==> config.mk <==
export PLATFORM = sky130hd
export DESIGN_NAME = selftest_pattern_gen
export DESIGN_NICKNAME = d
export VERILOG_FILES = /design/src/rtl/selftest_pkg.sv /design/src/rtl/bist_phase_seq.sv /design/src/rtl/bist_char_map.sv /design/src/rtl/bist_out_stage.sv /design/src/rtl/selftest_pattern_gen.sv
export SDC_FILE = /design/constraint.sdc
export NUM_CORES = 1
export LEC_CHECK = 0
export BUFFER_PORTS_ARGS = -buffer_cell sky130_fd_sc_hd__buf_2
export CORE_MARGIN = 5
export CORE_UTILIZATION = 40
export DETAILED_ROUTE_END_ITERATION = 6
export GPL_TIMING_DRIVEN = 0
export PLACE_DENSITY_LB_ADDON = 0.3
export REMOVE_ABC_BUFFERS = 1
export SYNTH_ARGS = -nofsm -noshare
export SYNTH_HDL_FRONTEND = slang
export SYNTH_HIERARCHICAL = 1
export SYNTH_SLANG_ARGS = --single-unit
export TNS_END_PERCENT = 100
==> constraint.sdc <==
create_clock -name clk -period 2.11 [get_ports clk]
set_clock_uncertainty 0.2 [all_clocks]
set_input_delay 0.422 -clock clk [delete_from_list [all_inputs] [get_ports clk]]
set_output_delay 0.422 -clock clk [all_outputs]
set_load 0.005 [all_outputs]
==> src/rtl/selftest_pkg.sv <==
package selftest_pkg;

   typedef enum logic [1:0] {
      PH_OFF  = 2'd0,
      PH_SYNC = 2'd1,
      PH_DATA = 2'd2,
      PH_IDLE = 2'd3
   } phase_e;

   localparam logic [7:0] COMMA_K28_5 = 8'hBC;

endpackage

==> src/rtl/bist_phase_seq.sv <==
module bist_phase_seq
   import selftest_pkg::*;
#(
   parameter int SYNC_LEN  = 16,
   parameter int FRAME_LEN = 256,
   parameter int IDLE_LEN  = 3,
   parameter int CNT_W     = 8
) (
   input  logic             clk,
   input  logic             rst,
   input  logic             enable,
   output phase_e           phase_o,
   output logic [CNT_W-1:0] cnt_o
);

   localparam logic [CNT_W-1:0] SYNC_LAST  = CNT_W'(SYNC_LEN - 1);
   localparam logic [CNT_W-1:0] FRAME_LAST = CNT_W'(FRAME_LEN - 1);
   localparam logic [CNT_W-1:0] IDLE_LAST  = CNT_W'(IDLE_LEN - 1);

   phase_e           phase_q, phase_d;
   logic [CNT_W-1:0] cnt_q, cnt_d;
   logic             at_end;

   always_comb begin
      unique case (phase_q)
         PH_SYNC: at_end = (cnt_q == SYNC_LAST);
         PH_DATA: at_end = (cnt_q == FRAME_LAST);
         PH_IDLE: at_end = (cnt_q == IDLE_LAST);
         default: at_end = 1'b0;
      endcase
   end

   always_comb begin
      phase_d = phase_q;
      cnt_d   = cnt_q + 1'b1;
      if (!enable) begin
         phase_d = PH_OFF;
         cnt_d   = '0;
      end else begin
         unique case (phase_q)
            PH_OFF: begin
               phase_d = PH_SYNC;
               cnt_d   = '0;
            end
            PH_SYNC: if (at_end) begin
               phase_d = PH_DATA;
               cnt_d   = '0;
            end
            PH_DATA: if (at_end) begin
               phase_d = PH_IDLE;
               cnt_d   = '0;
            end
            PH_IDLE: if (at_end) begin
               phase_d = PH_DATA;
               cnt_d   = '0;
            end
            default: begin
               phase_d = PH_OFF;
               cnt_d   = '0;
            end
         endcase
      end
   end

   always_ff @(posedge clk) begin
      if (rst) begin
         phase_q <= PH_OFF;
         cnt_q   <= '0;
      end else begin
         phase_q <= phase_d;
         cnt_q   <= cnt_d;
      end
   end

   assign phase_o = phase_q;
   assign cnt_o   = cnt_q;

endmodule

==> src/rtl/bist_char_map.sv <==
module bist_char_map
   import selftest_pkg::*;
#(
   parameter int              DATA_W = 8,
   parameter logic [DATA_W-1:0] K_CODE = DATA_W'(COMMA_K28_5)
) (
   input  phase_e            phase_i,
   input  logic [DATA_W-1:0] count_i,
   output logic [DATA_W-1:0] char_o,
   output logic              kflag_o,
   output logic              active_o
);

   always_comb begin
      active_o = (phase_i != PH_OFF);
      kflag_o  = (phase_i == PH_SYNC) || (phase_i == PH_IDLE);
      if (kflag_o)
         char_o = K_CODE;
      else if (phase_i == PH_DATA)
         char_o = count_i;
      else
         char_o = '0;
   end

endmodule

==> src/rtl/bist_out_stage.sv <==
module bist_out_stage #(
   parameter int W          = 10,
   parameter bit REGISTERED = 1'b0
) (
   input  logic         clk,
   input  logic         rst,
   input  logic [W-1:0] d_i,
   output logic [W-1:0] q_o
);

   generate
      if (REGISTERED) begin : g_reg
         logic [W-1:0] q_r;
         always_ff @(posedge clk) begin
            if (rst) q_r <= '0;
            else     q_r <= d_i;
         end
         assign q_o = q_r;
      end else begin : g_pass
         logic unused_clk;
         assign unused_clk = clk ^ rst;
         assign q_o = d_i;
      end
   endgenerate

endmodule

==> src/rtl/selftest_pattern_gen.sv <==
module selftest_pattern_gen
   import selftest_pkg::*;
#(
   parameter int DATA_W    = 8,
   parameter int SYNC_LEN  = 16,
   parameter int FRAME_LEN = 256,
   parameter int IDLE_LEN  = 3,
   parameter bit OUT_REG   = 1'b0
) (
   input  logic              clk,
   input  logic              rst,
   input  logic              test_en,
   output logic [DATA_W-1:0] char_o,
   output logic              kflag_o,
   output logic              active_o
);

   localparam int LEN_MAX_A = (SYNC_LEN > FRAME_LEN) ? SYNC_LEN : FRAME_LEN;
   localparam int LEN_MAX   = (LEN_MAX_A > IDLE_LEN) ? LEN_MAX_A : IDLE_LEN;
   localparam int LEN_BITS  = (LEN_MAX > 1) ? $clog2(LEN_MAX) : 1;
   localparam int CNT_W     = (LEN_BITS > DATA_W) ? LEN_BITS : DATA_W;
   localparam int BUS_W     = DATA_W + 2;

   generate
      if (DATA_W < 8) begin : g_chk_width
         $error("DATA_W must hold a K28.5 code");
      end
      if (FRAME_LEN < 1 || FRAME_LEN > (1 << DATA_W)) begin : g_chk_frame
         $error("FRAME_LEN must lie in 1 .. 2**DATA_W");
      end
      if (SYNC_LEN < 1 || IDLE_LEN < 1) begin : g_chk_runs
         $error("SYNC_LEN and IDLE_LEN must be at least 1");
      end
   endgenerate

   phase_e            phase;
   logic [CNT_W-1:0]  cnt;
   logic [DATA_W-1:0] map_char;
   logic              map_k;
   logic              map_act;
   logic [BUS_W-1:0]  bus_q;

   bist_phase_seq #(
      .SYNC_LEN (SYNC_LEN),
      .FRAME_LEN(FRAME_LEN),
      .IDLE_LEN (IDLE_LEN),
      .CNT_W    (CNT_W)
   ) u_seq (
      .clk    (clk),
      .rst    (rst),
      .enable (test_en),
      .phase_o(phase),
      .cnt_o  (cnt)
   );

   bist_char_map #(
      .DATA_W(DATA_W),
      .K_CODE(DATA_W'(COMMA_K28_5))
   ) u_map (
      .phase_i (phase),
      .count_i (cnt[DATA_W-1:0]),
      .char_o  (map_char),
      .kflag_o (map_k),
      .active_o(map_act)
   );

   bist_out_stage #(
      .W         (BUS_W),
      .REGISTERED(OUT_REG)
   ) u_out (
      .clk(clk),
      .rst(rst),
      .d_i({map_act, map_k, map_char}),
      .q_o(bus_q)
   );

   generate
      if (CNT_W > DATA_W) begin : g_hi_unused
         logic unused_hi;
         assign unused_hi = ^cnt[CNT_W-1:DATA_W];
      end
   endgenerate

   assign active_o = bus_q[BUS_W-1];
   assign kflag_o  = bus_q[BUS_W-2];
   assign char_o   = bus_q[DATA_W-1:0];

endmodule

==> results.cfg, run 1 <==
[power]
total_power_mw = 0.3425
sequentialPowerShare_pct = 56.8
p_clk_share_pct = 36.8
powerDensity_nw_per_um2 = 548.5
power_switching_mw = 0.07318
internal_power_mw = 0.2693
p_leak_nw = 0.2994
pwr-share-comb_pct = 6.4
ir_drop_v = 0.0003634
switching_share_pct = 21.37

[clocking]
clk_pin_slew_ns = 0.06
cts_resized = 0
hold_buffers = 0
htreeDepth = 1
root_buffer = clkbuf_4
clock_path_buffers = 2
cts_buffers = 3
clock_latency_ns = 0.26
cts_tree = done
post_cts_buffers = 0
cts_sinks = 10

[place]
place_area_um2 = 601.8
dp.cells = 89
gp_congestion = 0.7540
port_buffers = 12
hpwl_um = 762.7
place_ws_ns = 0.3715

[status]
outcome = complete, no violations

[synthesis]
ys_seq_area_share_pct = 32.13
synth-edff-count = 0
synth_area_leaders = dfxtp_1, buf_4, a21o_2
yosysWarnings = 6
synthTopCellsByCount = buf_4, dfxtp_1, nor2_1, nand2_1, a21o_2
synthCells = 74
yosysTopAreaCellShare_pct = 32.13
ys.flop_type = dfxtp_1
syn-cell-area_um2 = 623.1
ys_ff_latch = 10
syn_avg_cell_area_um2 = 8.420
yosys.area.top_type = dfxtp_1
yosysUniqueCellTypes = 23
synthArstFlopShare_pct = 0

[global_route]
grt_max_degree = 16
grt_pass1_vias = 420
gr-usage-all-layers_pct = 9.683
grt_pass1_wl_um = 1842
antenna_found_initial = 0
grt_overflow = 0

[floorplan]
io_pins = 13
row_count = 14
die_width_um = 49.47
fp.dieH_um = 49.47
core_area_um2 = 1489
start_util_pct = 41.85
dieArea_um2 = 2447

[setup_path]
r2r-end = u_seq/cnt_o[5]
slowest_delay_ns = 0.58
worstSetupPathType = register to primary output
rr_worst_depth = 4
path_cells = and3b_1, buf_2
timing.rr.start = u_seq/cnt_o[5]
rrSetupSlack_ns = 0.36
crit_path_start_kind = register
crit_slowest_cell = dfxtp_1
crit_fanout = 15
required_ns = 1.49
end_kind = primary output
worstPathArrival_ns = 1.18

[sta]
fin_crit_sh_pct = 85.58
hold_ws_ns = 0.2817
max_slew_margin_pct = 71.57
tightest_slew_ns = 0.4258
max_freq_mhz = 553.8
finalSetupTns_ns = 0
fin_ws_ns = 0.3042
setup_violations = 0
hold_violations = 0
drv_slew = 0
rsz0062_at_grt = false
layout_min_cycle_time_ns = 1.806

[route]
drc = 0
wirelength_um = 1078
post_drt_wl_per_cell_um = 11.72
routed_via_density = 5.033
ant_nets = 0
drtIter0Drc = 9
firstDrtPassIters = 4
via_count = 463

[worst_hold_path]
min_from = u_seq/cnt_o[0]
hp-class = register to register
holdPathEnd = u_seq/cnt_o[0]
whs_path_depth = 1

[final_layout]
stdcell_area_um2 = 624.3
fin_util_pct = 41.93
stdcell_count = 92
area_growth_pct = 0.2008
antenna_cells = 0
drive_gt1_share_pct = 27.63
num-nets-final = 82

[job]
cap_violations = 0
area by class of cell:
class	count	area, um2
Clock buffer	3	22.52
Fill cell	163	864.6
Inverter	1	3.754
Multi-Input combinational cell	50	317.8
Sequential cell	10	200.2
Tap cell	16	20.02
Timing Repair Buffer	12	60.06
placed cells by master (no fill, tap or decap):
master / count
xor2_1: 2
inv_1: 1
nand3_1: 4
nand4_1: 1
xnor2_1: 4
nor3_1: 1
mux2i_1: 3
and3b_1: 3
nand2_1: 7
a31o_2: 1
or3_1: 1
buf_2: 12
nor2_1: 10
nand2b_1: 2
o21ai_0: 2
or2_1: 1
a21o_2: 5
dfxtp_1: 10
clkbuf_4: 3
or4_1: 1
nor2b_1: 1
ha_1: 1
cell families after synthesis:
logic type	Yosys count	synth area share (%)
flip-flops	10	32.13
AO/OA/AOI/OAI	8	10.04
buffers and inverters	14	16.87
XOR/XNOR	6	8.434
multiplexers	3	4.819
AND/OR/NAND/NOR	32	25.71
adder cells (fa/ha/maj)	1	2.008
power groups by stage:
| stage | sequential, mW | clock [mW] | combinational, mW |
|---|---|---|---|
| after detailed placement | 0.199 | 0 | 0.0223 |
| after CTS | 0.195 | 0.134 | 0.0223 |
| after global placement | 0.199 | 0 | 0.0216 |
| after floorplan | 0.198 | 0 | 0.0126 |
| after global routing | 0.195 | 0.148 | 0.0245 |
| final | 0.195 | 0.126 | 0.0219 |
worst max-delay path by stage:
| stage | start | end | slack (ns) | cells after the start |
|---|---|---|---|---|
| 2_1_floorplan | u_seq/cnt_o[5] | u_seq/cnt_o[2] | 0.49 | 4 |
| 3_3_place_gp | u_seq/cnt_o[4] | u_seq/cnt_o[5] | 0.38 | 4 |
| 3_5_place_dp | u_seq/cnt_o[5] | u_seq/cnt_o[5] | 0.37 | 4 |
| 4_1_cts | u_seq/phase_o[0] | char_o[0] | 0.28 | 2 |
| 5_1_grt | u_seq/phase_o[0] | char_o[1] | 0.20 | 2 |
| 6_report | u_seq/phase_o[0] | char_o[1] | 0.30 | 2 |
per-layer routing:
| layer | part of all wire (%) | wire length [um] | global-route usage [%] |
|---|---|---|---|
| met1 | 48 | 522 | 11.81 |
| met2 | 44 | 471 | 14.16 |
| met3 | 7.7 | 83 | 5.723 |
| met4 | 0 | 0 | 3.057 |
| met5 | 0 | 0 | 0 |
flip-flops by register name (all words and copies together), names as in the netlist:
name	flops
u_seq/phase_o	2
u_seq/cnt_o	8
critical path, delay by kind of cell (launching register included):
kind          cells  cell delay [ns]
flops             1             0.58
simple gates      1             0.22
buf+inv           1             0.12
Note: power is estimated with default switching activity, not from simulation.
==> inputs of run 2 (changes only) <==
Settings changed: RECOVER_POWER from default to 25.
==> results.cfg, run 2 (synthesis results as in run 1) <==
[clocking]
hold_buffers = 0
clk_pin_slew_ns = 0.06
cts_sinks = 10
cts_tree = done
clock_latency_ns = 0.26
root_buffer = clkbuf_4
htreeDepth = 1
post_cts_buffers = 0
cts_buffers = 3
cts_resized = 0
clock_path_buffers = 2

[setup_path]
timing.rr.start = u_seq/cnt_o[5]
crit_fanout = 15
r2r-end = u_seq/cnt_o[5]
cp-endpoint = char_o[1]
crit_path_start_kind = register
rr_worst_depth = 4
end_kind = primary output
rrSetupSlack_ns = 0.36
worstPathArrival_ns = 1.18
crit_path_start = u_seq/phase_o[0]
worstSetupPathType = register to primary output
required_ns = 1.49

[final_layout]
fillers = 164
regArea_um2 = 200.2
multiInputGateArea_um2 = 317.8
antenna_cells = 0
area_growth_pct = 0
final_common_cell = buf_2
num-nets-final = 82
drive_gt1_share_pct = 26.32
layout_common_cells = buf_2, nor2_1, dfxtp_1, nand2_1, a21o_2
largest_reg_flops = 8
stdcell_area_um2 = 623.1

[floorplan]
dieArea_um2 = 2447
io_pins = 13
core_area_um2 = 1489
start_util_pct = 41.85
die_width_um = 49.47
fp.dieH_um = 49.47
row_count = 14

[route]
routed_via_density = 5.033
ant_nets = 0
drtIter0Drc = 9
post_drt_wl_per_cell_um = 11.72
firstDrtPassIters = 4
wirelength_um = 1078
via_count = 463
drc = 0

[job]
cap_violations = 0

[sta]
hold_violations = 0
layout_min_cycle_time_ns = 1.806
setup_violations = 0
max_freq_mhz = 553.8
rsz0062_at_grt = false
finalSetupTns_ns = 0
max_slew_margin_pct = 71.57
tightest_slew_ns = 0.4259
fin_crit_sh_pct = 85.59
drv_slew = 0

[worst_hold_path]
hp-class = register to register
min_from = u_seq/cnt_o[0]

[global_route]
antenna_found_initial = 0
grt_max_degree = 16
grt_pass1_vias = 420
grt_pass1_wl_um = 1842
gr-usage-all-layers_pct = 9.683
grt_overflow = 0

[power]
ir_drop_v = 0.0003634
powerDensity_nw_per_um2 = 549.2
p_leak_nw = 0.2958
total_power_mw = 0.3422

[place]
port_buffers = 12
hpwl_um = 762.7
place_area_um2 = 601.8
gp_congestion = 0.7540

[status]
outcome = complete, no violations
## run 2: cell types whose count changed in the layout (fill, tap and decap cells not counted)
cell / previous run / this run
clkbuf_1: 0 / 1
buf_2: 12 / 11
## run 2: per-stage QoR
stage	cells	hold WS, ns	utilization [%]	setup WS (ns)
final	92	0.2817	41.85	0.3041
after global routing	92	0.2981	41.85	0.2050
after CTS	92	0.2842	41.93	0.2844
after detailed placement	89	0.2694	40.42	0.3715
after global placement	89	0.2687	40.42	0.3779
after floorplan	61	0.2449	-	0.4921
## run 2: worst min-delay path by stage
| stage | to | slack [ns] | depth (start not counted) |
|---|---|---|---|
| finish | u_seq/cnt_o[0] | 0.28 | 1 |
| global route | u_seq/cnt_o[0] | 0.30 | 1 |
| CTS | u_seq/phase_o[1] | 0.28 | 4 |
| detailed placement | u_seq/cnt_o[0] | 0.27 | 1 |
| global placement | u_seq/cnt_o[0] | 0.27 | 1 |
| floorplan | u_seq/cnt_o[0] | 0.24 | 1 |
## run 2: cell type report
| type | count | share of cell area [%] |
|---|---|---|
| Clock buffer | 3 | 3.614 |
| Inverter | 1 | 0.6024 |
| Multi-Input combinational cell | 50 | 51.00 |
| Sequential cell | 10 | 32.13 |
| Tap cell | 16 | 3.213 |
| Timing Repair Buffer | 12 | 9.438 |
## run 2: worst max-delay path, stage by stage, from the launching register on
cell and delay (ns):
dfxtp_1 0.58, and3b_1 0.22, buf_2 0.12
## run 2: power by group
group	total [mW]	internal [mW]	switching, mW
Clock	0.126	0.0656	0.0603
Sequential	0.195	0.190	0.00424
Combinational	0.0217	0.0131	0.00863
## run 2: metal layers
layer  part of all wire [%]  track usage [%]  wire length [um]
met5                      0                0                 0
met4                      0            3.057                 0
met3                    7.7            5.723                83
met2                     44            14.16               471
met1                     48            11.81               522
==> inputs of run 3 (changes only) <==
Clock period 2.11 ns to 1.5 ns, I/O delays scaled along.
==> results.cfg, run 3 (synthesis results as in run 1) <==
[status]
outcome = finished, violations left
violations = negative setup slack

[final_layout]
layout_common_cells = buf_2, nor2_1, buf_6, nand2_1, dfxtp_1
antenna_cells = 0
largest_reg_flops = 8
area_growth_pct = 16.47
drive_gt1_share_pct = 37.80
num-nets-final = 88

[clocking]
clock_latency_ns = 0.26
cts_tree = done
cts_buffers = 3
cts_sinks = 10
clock_path_buffers = 2
htreeDepth = 1
clk_pin_slew_ns = 0.06
hold_buffers = 0
root_buffer = clkbuf_4

[setup_path]
crit_slowest_cell = or4_1
slowest_delay_ns = 0.51
worstPathArrival_ns = 1.66
crit_buf_inv = 0
crit_path_start = u_seq/cnt_o[5]
crit_path_start_kind = register
path_cells = or4_1, mux2i_1, a31o_2, nor2_1
end_kind = register
crit_fanout = 8
crit_family = simple AND/OR/NAND/NOR gates
timing.rr.start = u_seq/cnt_o[5]
worstSetupPathType = register to register
required_ns = 1.45

[route]
routed_via_density = 4.969
firstDrtPassIters = 3
wirelength_um = 1243
drc = 0
post_drt_wl_per_cell_um = 12.68
ant_nets = 0
via_count = 487
drtIter0Drc = 6

[place]
hpwl_um = 762.7
port_buffers = 12
gp_congestion = 0.7540
place_ws_ns = -0.2385

[sta]
max_slew_margin_pct = 78.32
hold_violations = 0
layout_min_cycle_time_ns = 1.709
fin_crit_sh_pct = 114.0
fin_ws_ns = -0.2093
max_freq_mhz = 585.0
setup_violations = 17
finalSetupTns_ns = -2.128
drv_slew = 0
tightest_slew_ns = 0.3245
rsz0062_at_grt = true

[floorplan]
core_area_um2 = 1489
start_util_pct = 41.85
io_pins = 13
dieArea_um2 = 2447
fp.dieH_um = 49.47
die_width_um = 49.47
row_count = 14

[global_route]
gr-usage-all-layers_pct = 11.04
grt_max_degree = 9
antenna_found_initial = 0
grt_pass1_wl_um = 2070
grt_overflow = 0
grt_pass1_vias = 460

[worst_hold_path]
min_from = rst
hp-class = input port to register

[power]
ir_drop_v = 0.0005212
p_leak_nw = 0.3400
powerDensity_nw_per_um2 = 680.5
total_power_mw = 0.4938

[job]
cap_violations = 0
[run 3: cell types whose count changed in the layout (fill, tap and decap cells not counted), moves of 2 or more]
cell / delta
buf_6: +7
dfxtp_1: -4
dfxtp_4: +3
a21o_2: -2
a21o_4: +2
[run 3: worst reg2reg max path, cell delays in order (launching register included)]
cell and delay (ns):
dfxtp_4 0.34, or4_1 0.51, mux2i_1 0.19, a31o_2 0.30
nor2_1 0.07
[run 3: area by class of cell]
| type | count | area, um2 |
|---|---|---|
| Timing Repair Buffer | 18 | 136.4 |
| Sequential cell | 10 | 212.7 |
| Fill cell | 158 | 763.2 |
| Inverter | 1 | 3.754 |
| Clock buffer | 3 | 22.52 |
| Tap cell | 16 | 20.02 |
| Multi-Input combinational cell | 50 | 330.3 |
[run 3: where the power goes]
part	total [mW]	leakage [nW]	internal (mW)	switching (mW)
Combinational	0.0495	0.243	0.0313	0.0182
Sequential	0.267	0.0836	0.263	0.00427
Clock	0.177	0.0138	0.0924	0.0850
Total	0.494	0.340	0.386	0.107
[run 3: worst paths after layout]
path | to | slack, ns | cells after the start
setup reg to reg | u_seq/cnt_o[2] | -0.21 | 4
hold / removal | u_seq/phase_o[1] | 0.15 | 4
hold reg to reg | u_seq/cnt_o[0] | 0.29 | 1
setup / recovery | u_seq/cnt_o[2] | -0.21 | 4
[run 3: repair_timing]
item	CTS	global route
endpoints found under the hold margin	0	0
cloned	0	0
pin swaps	7	1
gates resized for setup	17	4
buffers inserted	6	0
setup endpoints to repair	20	18
[run 3: per-layer routing]
layer	wire [um]	GRT usage [%]
met4	0	2.620
met5	0	0
met2	575	17.60
met1	578	13.05
met3	89	5.723
[run 3: stage by stage]
stage / instance area [um2] / hold slack, ns / cells / util (%)
after floorplan: 521.8 / 0.2449 / 61 / -
after global placement: 601.8 / 0.2687 / 89 / 40.42
after detailed placement: 601.8 / 0.2694 / 89 / 40.42
after CTS: 703.2 / 0.1387 / 98 / 47.23
after global routing: 725.7 / 0.1559 / 98 / 48.74
final: 725.7 / 0.1459 / 98 / 48.74
